**src/rtl/spt_pkg.sv**
```systemverilog
package spt_pkg;
    typedef enum logic [1:0] {
        LN_INV  = 2'd0,
        LN_COM  = 2'd1,
        LN_SIND = 2'd2,
        LN_SDEP = 2'd3
    } line_st_e;
endpackage

```
**src/rtl/spt_first.sv**
```systemverilog
// Lowest-index set bit finder.
module spt_first #(
    parameter int N  = 4,
    parameter int IW = 2
) (
    input  logic [N-1:0]  vec,
    output logic          found,
    output logic [IW-1:0] idx
);
    always_comb begin
        found = 1'b0;
        idx   = '0;
        for (int i = N - 1; i >= 0; i--) begin
            if (vec[i]) begin
                found = 1'b1;
                idx   = IW'(i);
            end
        end
    end
endmodule

```
**src/rtl/spt_match.sv**
```systemverilog
// Per-way tag compare split by line state.
module spt_match #(
    parameter int WAYS  = 4,
    parameter int TAG_W = 8
) (
    input  logic [WAYS-1:0][TAG_W-1:0] tags,
    input  logic [WAYS-1:0][1:0]       st,
    input  logic [TAG_W-1:0]           tag,
    output logic [WAYS-1:0]            m_inv,
    output logic [WAYS-1:0]            m_com,
    output logic [WAYS-1:0]            m_sind,
    output logic [WAYS-1:0]            m_sdep
);
    import spt_pkg::*;

    for (genvar w = 0; w < WAYS; w++) begin : g_way
        logic eq;
        assign eq        = (tags[w] == tag);
        assign m_inv[w]  = (st[w] == LN_INV);
        assign m_com[w]  = eq && (st[w] == LN_COM);
        assign m_sind[w] = eq && (st[w] == LN_SIND);
        assign m_sdep[w] = eq && (st[w] == LN_SDEP);
    end
endmodule

```
**src/rtl/spt_victim.sv**
```systemverilog
// Victim choice: invalid ways first, then committed ways from the pointer on.
module spt_victim #(
    parameter int WAYS  = 4,
    parameter int WAY_W = 2
) (
    input  logic [WAYS-1:0]  inv,
    input  logic [WAYS-1:0]  com,
    input  logic [WAY_W-1:0] ptr,
    output logic             found,
    output logic             from_rr,
    output logic [WAY_W-1:0] way
);
    logic [WAYS-1:0]  rot;
    logic             inv_found;
    logic             rr_found;
    logic [WAY_W-1:0] inv_idx;
    logic [WAY_W-1:0] rr_idx;

    always_comb begin
        for (int i = 0; i < WAYS; i++) begin
            rot[i] = com[WAY_W'(i) + ptr];
        end
    end

    spt_first #(.N(WAYS), .IW(WAY_W)) u_inv (.vec(inv), .found(inv_found), .idx(inv_idx));
    spt_first #(.N(WAYS), .IW(WAY_W)) u_rr  (.vec(rot), .found(rr_found),  .idx(rr_idx));

    always_comb begin
        found   = inv_found || rr_found;
        from_rr = !inv_found && rr_found;
        way     = inv_found ? inv_idx : (rr_idx + ptr);
    end
endmodule

```
**src/rtl/spec_line_tracker.sv**
```systemverilog
module spec_line_tracker #(
    parameter int SETS  = 16,
    parameter int WAYS  = 4,
    parameter int TAG_W = 8
) (
    input  logic                              clk,
    input  logic                              rst_n,
    input  logic                              req_valid,
    input  logic                              req_thread,
    input  logic                              req_store,
    input  logic [TAG_W+$clog2(SETS)-1:0]     req_line,
    input  logic                              bulk_commit,
    input  logic                              bulk_flush,
    output logic                              rsp_valid,
    output logic                              rsp_hit,
    output logic [$clog2(WAYS)-1:0]           rsp_way,
    output logic                              rsp_poison,
    output logic                              rsp_stall
);
    import spt_pkg::*;

    localparam int IDX_W = $clog2(SETS);
    localparam int WAY_W = $clog2(WAYS);
    localparam int CNT_W = $clog2(SETS * WAYS + 1);

    typedef struct packed {
        logic [SETS-1:0][WAYS-1:0][TAG_W-1:0] tag;
        logic [SETS-1:0][WAYS-1:0][1:0]       st;
        logic [SETS-1:0][WAY_W-1:0]           ptr;
        logic                                 rsp_valid;
        logic                                 rsp_hit;
        logic [WAY_W-1:0]                     rsp_way;
        logic                                 rsp_poison;
        logic                                 rsp_stall;
    } trk_t;

    trk_t q, d;

    logic [IDX_W-1:0] idx;
    logic [TAG_W-1:0] tag;
    logic             bulk_any;
    logic [1:0]       own_st;

    assign idx      = req_line[IDX_W-1:0];
    assign tag      = req_line[IDX_W+TAG_W-1:IDX_W];
    assign bulk_any = bulk_commit || bulk_flush;
    assign own_st   = req_thread ? LN_SDEP : LN_SIND;

    logic [WAYS-1:0] m_inv, m_com, m_sind, m_sdep, m_own;

    spt_match #(.WAYS(WAYS), .TAG_W(TAG_W)) u_match (
        .tags   (q.tag[idx]),
        .st     (q.st[idx]),
        .tag    (tag),
        .m_inv  (m_inv),
        .m_com  (m_com),
        .m_sind (m_sind),
        .m_sdep (m_sdep)
    );

    assign m_own = req_thread ? m_sdep : m_sind;

    logic             own_f, com_f, sdep_f;
    logic [WAY_W-1:0] own_w, com_w, sdep_w;

    spt_first #(.N(WAYS), .IW(WAY_W)) u_own  (.vec(m_own),  .found(own_f),  .idx(own_w));
    spt_first #(.N(WAYS), .IW(WAY_W)) u_com  (.vec(m_com),  .found(com_f),  .idx(com_w));
    spt_first #(.N(WAYS), .IW(WAY_W)) u_sdep (.vec(m_sdep), .found(sdep_f), .idx(sdep_w));

    logic [WAYS-1:0]  com_any;
    logic             vic_f, vic_rr;
    logic [WAY_W-1:0] vic_w;

    always_comb begin
        for (int w = 0; w < WAYS; w++) begin
            com_any[w] = (q.st[idx][w] == LN_COM);
        end
    end

    spt_victim #(.WAYS(WAYS), .WAY_W(WAY_W)) u_victim (
        .inv     (m_inv),
        .com     (com_any),
        .ptr     (q.ptr[idx]),
        .found   (vic_f),
        .from_rr (vic_rr),
        .way     (vic_w)
    );

    always_comb begin
        d            = q;
        d.rsp_valid  = 1'b0;
        d.rsp_hit    = 1'b0;
        d.rsp_way    = '0;
        d.rsp_poison = 1'b0;
        d.rsp_stall  = 1'b0;
        if (bulk_any) begin
            for (int s = 0; s < SETS; s++) begin
                for (int w = 0; w < WAYS; w++) begin
                    if (bulk_commit && q.st[s][w] == LN_SDEP) d.st[s][w] = LN_COM;
                    if (bulk_flush  && q.st[s][w] == LN_SIND) d.st[s][w] = LN_INV;
                end
            end
        end else if (req_valid) begin
            d.rsp_valid = 1'b1;
            if (own_f) begin
                d.rsp_hit = 1'b1;
                d.rsp_way = own_w;
            end else if (!req_thread && !req_store && sdep_f) begin
                d.rsp_poison = 1'b1;
                d.rsp_way    = sdep_w;
            end else if (com_f) begin
                d.rsp_hit = 1'b1;
                d.rsp_way = com_w;
                if (req_store) d.st[idx][com_w] = own_st;
            end else if (vic_f) begin
                d.rsp_way          = vic_w;
                d.tag[idx][vic_w]  = tag;
                d.st[idx][vic_w]   = req_store ? own_st : LN_COM;
                if (vic_rr) d.ptr[idx] = vic_w + 1'b1;
            end else begin
                d.rsp_stall = 1'b1;
            end
        end
    end

    always_ff @(posedge clk) begin
        if (!rst_n) q <= '0;
        else        q <= d;
    end

    assign rsp_valid  = q.rsp_valid;
    assign rsp_hit    = q.rsp_hit;
    assign rsp_way    = q.rsp_way;
    assign rsp_poison = q.rsp_poison;
    assign rsp_stall  = q.rsp_stall;

    // Count of dependent-speculative lines, observed after a commit.
    logic [CNT_W-1:0] sdep_cnt;
    always_comb begin
        sdep_cnt = '0;
        for (int s = 0; s < SETS; s++) begin
            for (int w = 0; w < WAYS; w++) begin
                if (q.st[s][w] == LN_SDEP) sdep_cnt = sdep_cnt + 1'b1;
            end
        end
    end

    p_resp_next_r2: assert property (@(posedge clk) disable iff (!rst_n)
        (req_valid && !bulk_any) |=> rsp_valid);

    p_bulk_drops_r11: assert property (@(posedge clk) disable iff (!rst_n)
        bulk_any |=> !rsp_valid);

    p_commit_clears_r10: assert property (@(posedge clk) disable iff (!rst_n)
        bulk_commit |=> (sdep_cnt == '0));

    p_poison_indep_load_r7: assert property (@(posedge clk) disable iff (!rst_n)
        (req_valid && (req_thread || req_store)) |=> !rsp_poison);

    p_stall_excl_r13: assert property (@(posedge clk) disable iff (!rst_n)
        rsp_stall |-> (!rsp_hit && !rsp_poison && rsp_valid));
endmodule

```
**config.mk**
```make
export PLATFORM = sky130hd
export DESIGN_NAME = spec_line_tracker
export DESIGN_NICKNAME = d
export VERILOG_FILES = /design/src/rtl/spt_pkg.sv /design/src/rtl/spt_first.sv /design/src/rtl/spt_match.sv /design/src/rtl/spt_victim.sv /design/src/rtl/spec_line_tracker.sv
export SDC_FILE = /design/constraint.sdc
export NUM_CORES = 2
export LEC_CHECK = 0
export BUFFER_PORTS_ARGS = -buffer_cell sky130_fd_sc_hd__buf_4
export CAP_MARGIN = 20
export CORE_ASPECT_RATIO = 1.1
export CORE_MARGIN = 3
export CORE_UTILIZATION = 55
export DETAILED_ROUTE_END_ITERATION = 8
export PLACE_DENSITY = 0.73
export SLEW_MARGIN = 10
export SYNTH_ARGS = -nofsm -noshare
export SYNTH_HDL_FRONTEND = slang
export SYNTH_SLANG_ARGS = --single-unit
```
**constraint.sdc**
```tcl
create_clock -name clk -period 7.8 [get_ports clk]
set_input_delay 0.78 -clock clk [delete_from_list [all_inputs] [get_ports clk]]
set_output_delay 0.78 -clock clk [all_outputs]
set_load 0.03 [all_outputs]
```
After elaboration in Yosys (flattened, before gate mapping):

Cells that the tools add are included.

* flip-flop bits (word level): 678
* output and inout bits: 6
* logic and storage cells: 832

* add/sub/neg operators: 5
* $lt $le $gt $ge: 10
* eq/ne operators: 211
* muxes and demuxes: 224
* bitwise logic cells: 6
* reductions and logical operators: 227

Operators by type and width (number)
* $mux W672: 1
* $bwmux W512: 1
* $reduce_and A6 Y1: 65
* $mux W128: 3
* $mux W160: 2
* $mux W2: 158
* $eq A2 B2 Y1 const B: 136
* $bwmux W128: 2
* $ne A3 B1 Y1 const B: 64
* $mux W166: 1
* $logic_and A1 B1 Y1: 146
* $bmux W32 S4: 1
* $demux W32 S4: 1
* $mux W32: 4
* $demux W8 S4: 2
* $bmux W8 S4: 1
* $bwmux W32: 1
* $eq A8 B8 Y1: 4
* $mux W8: 4
* $mux W1: 31
* $lt A2 B3 Y1 const B: 6
* $demux W8 S2: 1
* $bmux W1 S2: 4
* $bmux W2 S4: 1
* other kinds (25): 43

Depth between registers and ports, before layout:

* depth in word-level cells: 24
* gate-level depth with buffers: 27
* depth with buffers taken out: 20

Hierarchy:

A second synthesis with hierarchy kept.

* cells, all modules: 3676
* area total of the unflattened synthesis: 36450.0 um2

By module, submodules not included
* spec_line_tracker: instances 1, cells each 3558, area each 35482.8 um2, seq. area each 13573.0 um2
* spt_match: instances 1, cells each 72, area each 619.3 um2, seq. area each 0.0 um2
* spt_first: instances 5, cells each 7, area each 35.0 um2, seq. area each 0.0 um2
* spt_victim: instances 1, cells each 11, area each 172.7 um2, seq. area each 0.0 um2

Worst setup path after synthesis:

No wires, ideal clock.

* path type: input -> register
* start point: input req_line[0]
* end point: register q[71] (netlist name)
* library setup time: 0.070 ns
* arrival: 6.530 ns
* data required time: 7.730 ns
* path slack: 1.200 ns
* stages on the path: 26
* path buffers: 10
* cells stage by stage: buf_6 -> buf_6 -> buf_6 -> buf_6 -> buf_2 -> buf_4 -> buf_2 -> mux4_2 -> mux4_2 -> nor2_1 -> a21oi_1 -> o221ai_1 -> o21a_1 -> ha_1 -> o21a_1 -> o22ai_1 -> clkbuf_1 -> ha_1 -> clkbuf_1 -> inv_1 -> nand2_1 -> a31o_2 -> buf_2 -> o22ai_1 -> or4b_1 -> a21oi_1

* longest elaborated chain between the ends: 24
* elaborated cells between the ends (all ways): 117
* classes of those cells: 4 x add/sub; 6 x order compare; 19 x eq/ne; 65 x mux; 23 x reduce/logical

RTL lines
* start, declared: RTL line spec_line_tracker.sv:11 `input logic [TAG_W+$clog2(SETS)-1:0] req_line,`
* $bmux W2 S4 or $bmux W8 S4 (tied branches): RTL line spec_line_tracker.sv:83, spec_line_tracker.sv:53, spec_line_tracker.sv:76
* $mux W2 (implied by the code) or $mux W8 (tied branches): RTL line spec_line_tracker.sv:83, spec_line_tracker.sv:53, spec_line_tracker.sv:76
* $add A2 B2 Y2, or another cell as far along: RTL line spt_victim.sv:21 `rot[i] = com[WAY_W'(i) + ptr];`
* $bmux W1 S2: RTL line spt_victim.sv:21
* $mux W1 (implied by the code): RTL line spt_victim.sv:21
* $mux W2 (4 in a row): RTL line spt_first.sv:14 `if (vec[i]) begin`
* $add A2 B2 Y2: RTL line spt_victim.sv:31 `way = inv_found ? inv_idx : (rr_idx + ptr);`
* $mux W2: RTL line spt_victim.sv:31
* [... 5 more ...]
* $demux W8 S4: RTL line spec_line_tracker.sv:118 `d.st[idx][vic_w] = req_store ? own_st : LN_COM;`
* $bwmux W128: RTL line spec_line_tracker.sv:118
* $mux W672: RTL line spec_line_tracker.sv:115 `end else if (vic_f) begin`
* $mux W128: RTL line spec_line_tracker.sv:111 `end else if (com_f) begin`
* $mux W160: RTL line spec_line_tracker.sv:108 `end else if (!req_thread && !req_store && sdep_f) begin`
* $mux W160: RTL line spec_line_tracker.sv:105 `if (own_f) begin`
* $mux W166: RTL line spec_line_tracker.sv:103 `end else if (req_valid) begin`
* $mux W128: RTL line spec_line_tracker.sv:96 `if (bulk_any) begin`
* end signal, assigned: RTL line spec_line_tracker.sv:127 `if (!rst_n) q <= '0;`
* end signal, assigned: RTL line spec_line_tracker.sv:128 `else q <= d;`
* end, declared: RTL line spec_line_tracker.sv:37 `trk_t q, d;`

Several ways; a longest one is shown, not always the timed one. The select of a mux whose other input is x is not followed.
A chain may end at the register's enable or synchronous reset.

Worst setup path in the final report:

* start point: input req_line[0]
* end point: register q[74] (netlist name)

Same word-level chain as after synthesis.

==> flow_metrics.tcl <==
set metrics [dict create \
    outcome "complete, no violations" \
    multi_input_area_um2 20900 \
    io_pins 25 \
    route.detailed.drc 0 \
    timing.critical_path.arrival_ps 6780 \
    std_cell_rows 97 \
    dr.first_iter.drc_count 3252 \
    timing.critical_path.required_ps 8320 \
    startpoint_type "input pin" \
    areaGrowthSynthToFinish_pct 7.64 \
    combinationalPowerShare_pct 8.8 \
    final.setup_skew_ps 26.1 \
    cp_max_fo 66 \
    part_of_the_power_in_registers_pct 46.1 \
    timing.final.hold_violations 0 \
    fin_nets 3618 \
    ys_warn_count 0 \
    worstSetupEndpointType "flop" \
    routabilityCongestion 1.02 \
    max_clk_rate_mhz 160 \
    firstDrtPassIters 6 \
    number_of_levels_the_h_tree_was_split_into 3 \
    mappedNetlistArea_um2 36100 \
    synth-edff-count 0 \
    placedCellCount 4363 \
    grt_usage_pct 29.9 \
    post-dp-hpwl_mm 66.6 \
    psw_mw 1.93 \
    clk_path_buf_depth 3 \
    postCtsSetupRepairBufs 0 \
    internal_power_mw 5.68 \
    cts_root_buffer "sky130_fd_sc_hd__clkbuf_16" \
    post_layout_nonfiller_instances 4488 \
    cts-buffers-inserted 70 \
    numClockSinks 678 \
    worst_hold_class "reg2reg" \
    grt_pass1_vias 28100 \
    leakage_nw 17.9 \
    hold-worst-slack_ps 456 \
    finalSetupViolCount 0 \
    post_synthesis_area_per_instance_um2 9.66 \
    timing.setup.critical_path_class "in2reg" \
    worst_slew_pin_slew_ps 1220 \
    fin_tns_setup_ps 0 \
    grt_first_pass_wirelength_mm 164 \
    synth_seq_area_share_pct 37.6 \
    cts_hold_buffers 0 \
    routed_wl_mm 106 \
    irDropWorstVdd_v 0.000187 \
    vias 29200 \
    syn-num-nets 3762 \
    fin_total_pwr_mw 7.61 \
    die_outline_area_um2 68800 \
    ff2ff_setup_slack_ps 2220 \
    cts.clk_slew.worst_paths_ps 60 \
    fillers 5378 \
    grt_start_max_net_pins 249 \
    antenna_violations_before_repair 2 \
    post_drt_wl_per_cell_um 23.5 \
    maxSlewViolCount 0 \
    portBuffers 24 \
    cts_tree "built" \
    core_area_um2 64300 \
    asyncSetResetFlopFracSynth_pct 0 \
    insertion_delay_ps 630 \
    sequential_cell_area_um2 13600 \
    power.share.clock_pct 45.1 \
    synth.ff_latch_count 678 \
    die_height_um 275 \
    diodes 0 \
    cellPowerDensity_nw_per_um2 196 \
    cts_resized 0 \
    floorplan.initialDensity_pct 56.2 \
    route.antenna.remaining_nets 0 \
    final_min_period_over_clock_period_pct 80.2 \
    synth_flop_cell "sky130_fd_sc_hd__dfxtp_1" \
    yosysUniqueCellTypes 98 \
    switching_share_pct 25.3 \
    post_drt_via_cell_ratio 6.51 \
    globalRouteOverflowTotal 0 \
    final_period_minus_worst_setup_slack_ps 6250 \
    max_cap_viol_count 0 \
    die_width_um 250 \
    slew_headroom_pct 18.3 \
    rsz0062_at_grt "no" \
    ratio_of_cells_with_drive_above_1_in_the_final_layout_pct 14.2 \
    synthesis.instances 3738 \
]
[logic make-up after synthesis]
group                      share of synthesized area, %
buffers and inverters                              5.03
muxes                                              29.1
AOI/OAI and AO/OA                                  11.8
adders and majority gates                         0.173
and+or+nand+nor                                    15.5
DFF                                                37.6
xor gates and xnor gates                          0.921
[path summary, 6_finish.rpt]
check	from	endpoint	cells past startpoint
worst max-delay path	req_line[0]	q[74]$_SDFFE_PN0P_	19
worst max register to register	q[79]$_SDFFE_PN0P_	q[74]$_SDFFE_PN0P_	18
worst min-delay path	q[389]$_SDFFE_PN0P_	q[389]$_SDFFE_PN0P_	2
worst min register to register	q[389]$_SDFFE_PN0P_	q[389]$_SDFFE_PN0P_	2
[power by group through the flow]
stage / sequential (mW) / clock, mW / combinational, mW
floorplan: 3.58 / 0 / 0.484
global placement: 3.58 / 0 / 0.644
detailed placement: 3.58 / 0 / 0.649
CTS: 3.51 / 3.47 / 0.651
global route: 3.51 / 3.60 / 0.702
finish: 3.51 / 3.44 / 0.667
[state kept, by name, summed over array words and instances (netlist names)]
signal,count
q,672
rsp_way,2
rsp_hit,1
rsp_poison,1
rsp_stall,1
rsp_valid,1
[area by class of cell]
class                      count  area share, %
timing repair buffer          95           2.10
tap                          841           2.71
sequential                   678           34.9
inverter                      63          0.627
clock inverter                22          0.782
clock buffer                 103           5.24
multi-input combinational   2686           53.6
[cell usage in the layout (no fill, tap or decap), types with 17 or more instances in the layout]
cell type                   Yosys  layout
sky130_fd_sc_hd__mux4_2       128     128
sky130_fd_sc_hd__nand2_1      318     317
sky130_fd_sc_hd__a31oi_1       48      47
sky130_fd_sc_hd__a22o_1        20      20
sky130_fd_sc_hd__a22oi_1       35      35
sky130_fd_sc_hd__dfxtp_1      678     678
sky130_fd_sc_hd__o21ai_0       94      93
sky130_fd_sc_hd__nand4_2       47      47
sky130_fd_sc_hd__nor2_1       486     478
sky130_fd_sc_hd__nor2b_1       27      26
sky130_fd_sc_hd__a21oi_1      154     154
sky130_fd_sc_hd__nand4b_1      17      17
sky130_fd_sc_hd__clkbuf_1     191      18
sky130_fd_sc_hd__and3_1        31      29
sky130_fd_sc_hd__nand4_1       27      27
sky130_fd_sc_hd__a311oi_1      43      43
sky130_fd_sc_hd__a211oi_1      26      26
sky130_fd_sc_hd__buf_4         24      85
sky130_fd_sc_hd__xor2_1        20      20
sky130_fd_sc_hd__mux2i_1      724     724
sky130_fd_sc_hd__mux2_2        33      33
sky130_fd_sc_hd__o22ai_1       51      51
sky130_fd_sc_hd__nand2b_1      25      25
sky130_fd_sc_hd__nand3_1       37      36
sky130_fd_sc_hd__inv_1         61      61
sky130_fd_sc_hd__clkbuf_16      0      71
sky130_fd_sc_hd__a31o_2        20      20
sky130_fd_sc_hd__xnor2_1       18      18
sky130_fd_sc_hd__nor3_1        43      37
[per-stage QoR]
step | utilization, % | setup WS [ps] | area [um^2]
3_5_place_dp | 56.8 | 1060 | 36500
2_1_floorplan | - | 1200 | 36100
4_1_cts | 60.5 | 1670 | 38900
5_1_grt | 60.5 | 1200 | 38900
3_3_place_gp | 56.8 | 1140 | 36500
6_report | 60.5 | 1550 | 38900
[worst max-delay path, cell delays in order]
cell,delay (ps)
sky130_fd_sc_hd__buf_6,670
sky130_fd_sc_hd__mux4_2,640
sky130_fd_sc_hd__mux4_2,620
sky130_fd_sc_hd__nand2b_1,350
sky130_fd_sc_hd__nand2_1,160
sky130_fd_sc_hd__a21oi_1,80
sky130_fd_sc_hd__o221ai_1,190
sky130_fd_sc_hd__o21a_1,160
sky130_fd_sc_hd__ha_1,230
sky130_fd_sc_hd__o21a_1,190
sky130_fd_sc_hd__o22ai_1,340
sky130_fd_sc_hd__ha_1,250
sky130_fd_sc_hd__buf_4,330
sky130_fd_sc_hd__nor2_1,80
sky130_fd_sc_hd__o21ai_0,200
sky130_fd_sc_hd__nand3b_2,330
sky130_fd_sc_hd__nand2_1,590
sky130_fd_sc_hd__a31oi_1,190
sky130_fd_sc_hd__a311oi_1,310
[synthesized netlist by cell type (25+ instances only)]
| cell | count | area, um^2 |
|---|---|---|
| sky130_fd_sc_hd__nand2_1 | 318 | 1190 |
| sky130_fd_sc_hd__nand4_2 | 47 | 588 |
| sky130_fd_sc_hd__clkbuf_1 | 191 | 717 |
| sky130_fd_sc_hd__and3_1 | 31 | 194 |
| sky130_fd_sc_hd__nor3_1 | 43 | 215 |
| sky130_fd_sc_hd__a311oi_1 | 43 | 377 |
| sky130_fd_sc_hd__a211oi_1 | 26 | 195 |
| sky130_fd_sc_hd__nand3_1 | 37 | 185 |
| sky130_fd_sc_hd__inv_1 | 61 | 229 |
| sky130_fd_sc_hd__dfxtp_1 | 678 | 13600 |
| sky130_fd_sc_hd__mux2i_1 | 724 | 7250 |
| sky130_fd_sc_hd__a31oi_1 | 48 | 300 |
| sky130_fd_sc_hd__buf_6 | 28 | 315 |
| sky130_fd_sc_hd__mux4_2 | 128 | 2880 |
| sky130_fd_sc_hd__mux2_2 | 33 | 372 |
| sky130_fd_sc_hd__a21oi_1 | 154 | 771 |
| sky130_fd_sc_hd__a22oi_1 | 35 | 263 |
| sky130_fd_sc_hd__nand4_1 | 27 | 169 |
| sky130_fd_sc_hd__buf_2 | 46 | 230 |
| sky130_fd_sc_hd__nand2b_1 | 25 | 156 |
| sky130_fd_sc_hd__nor2_1 | 486 | 1820 |
| sky130_fd_sc_hd__o21ai_0 | 94 | 470 |
| sky130_fd_sc_hd__o22ai_1 | 51 | 319 |
| sky130_fd_sc_hd__nor2b_1 | 27 | 169 |
[routing by layer]
layer / part of all wire (%) / GRT usage, % / vias to the layer above
met2: 46 / 47.6 / 1307
met5: 0 / 0 / -
met3: 7.8 / 4.69 / 308
met1: 41 / 39.5 / 14300
li1: - / - / 13300
met4: 5.2 / 15.6 / 0
(Power assumes the default switching activity.)
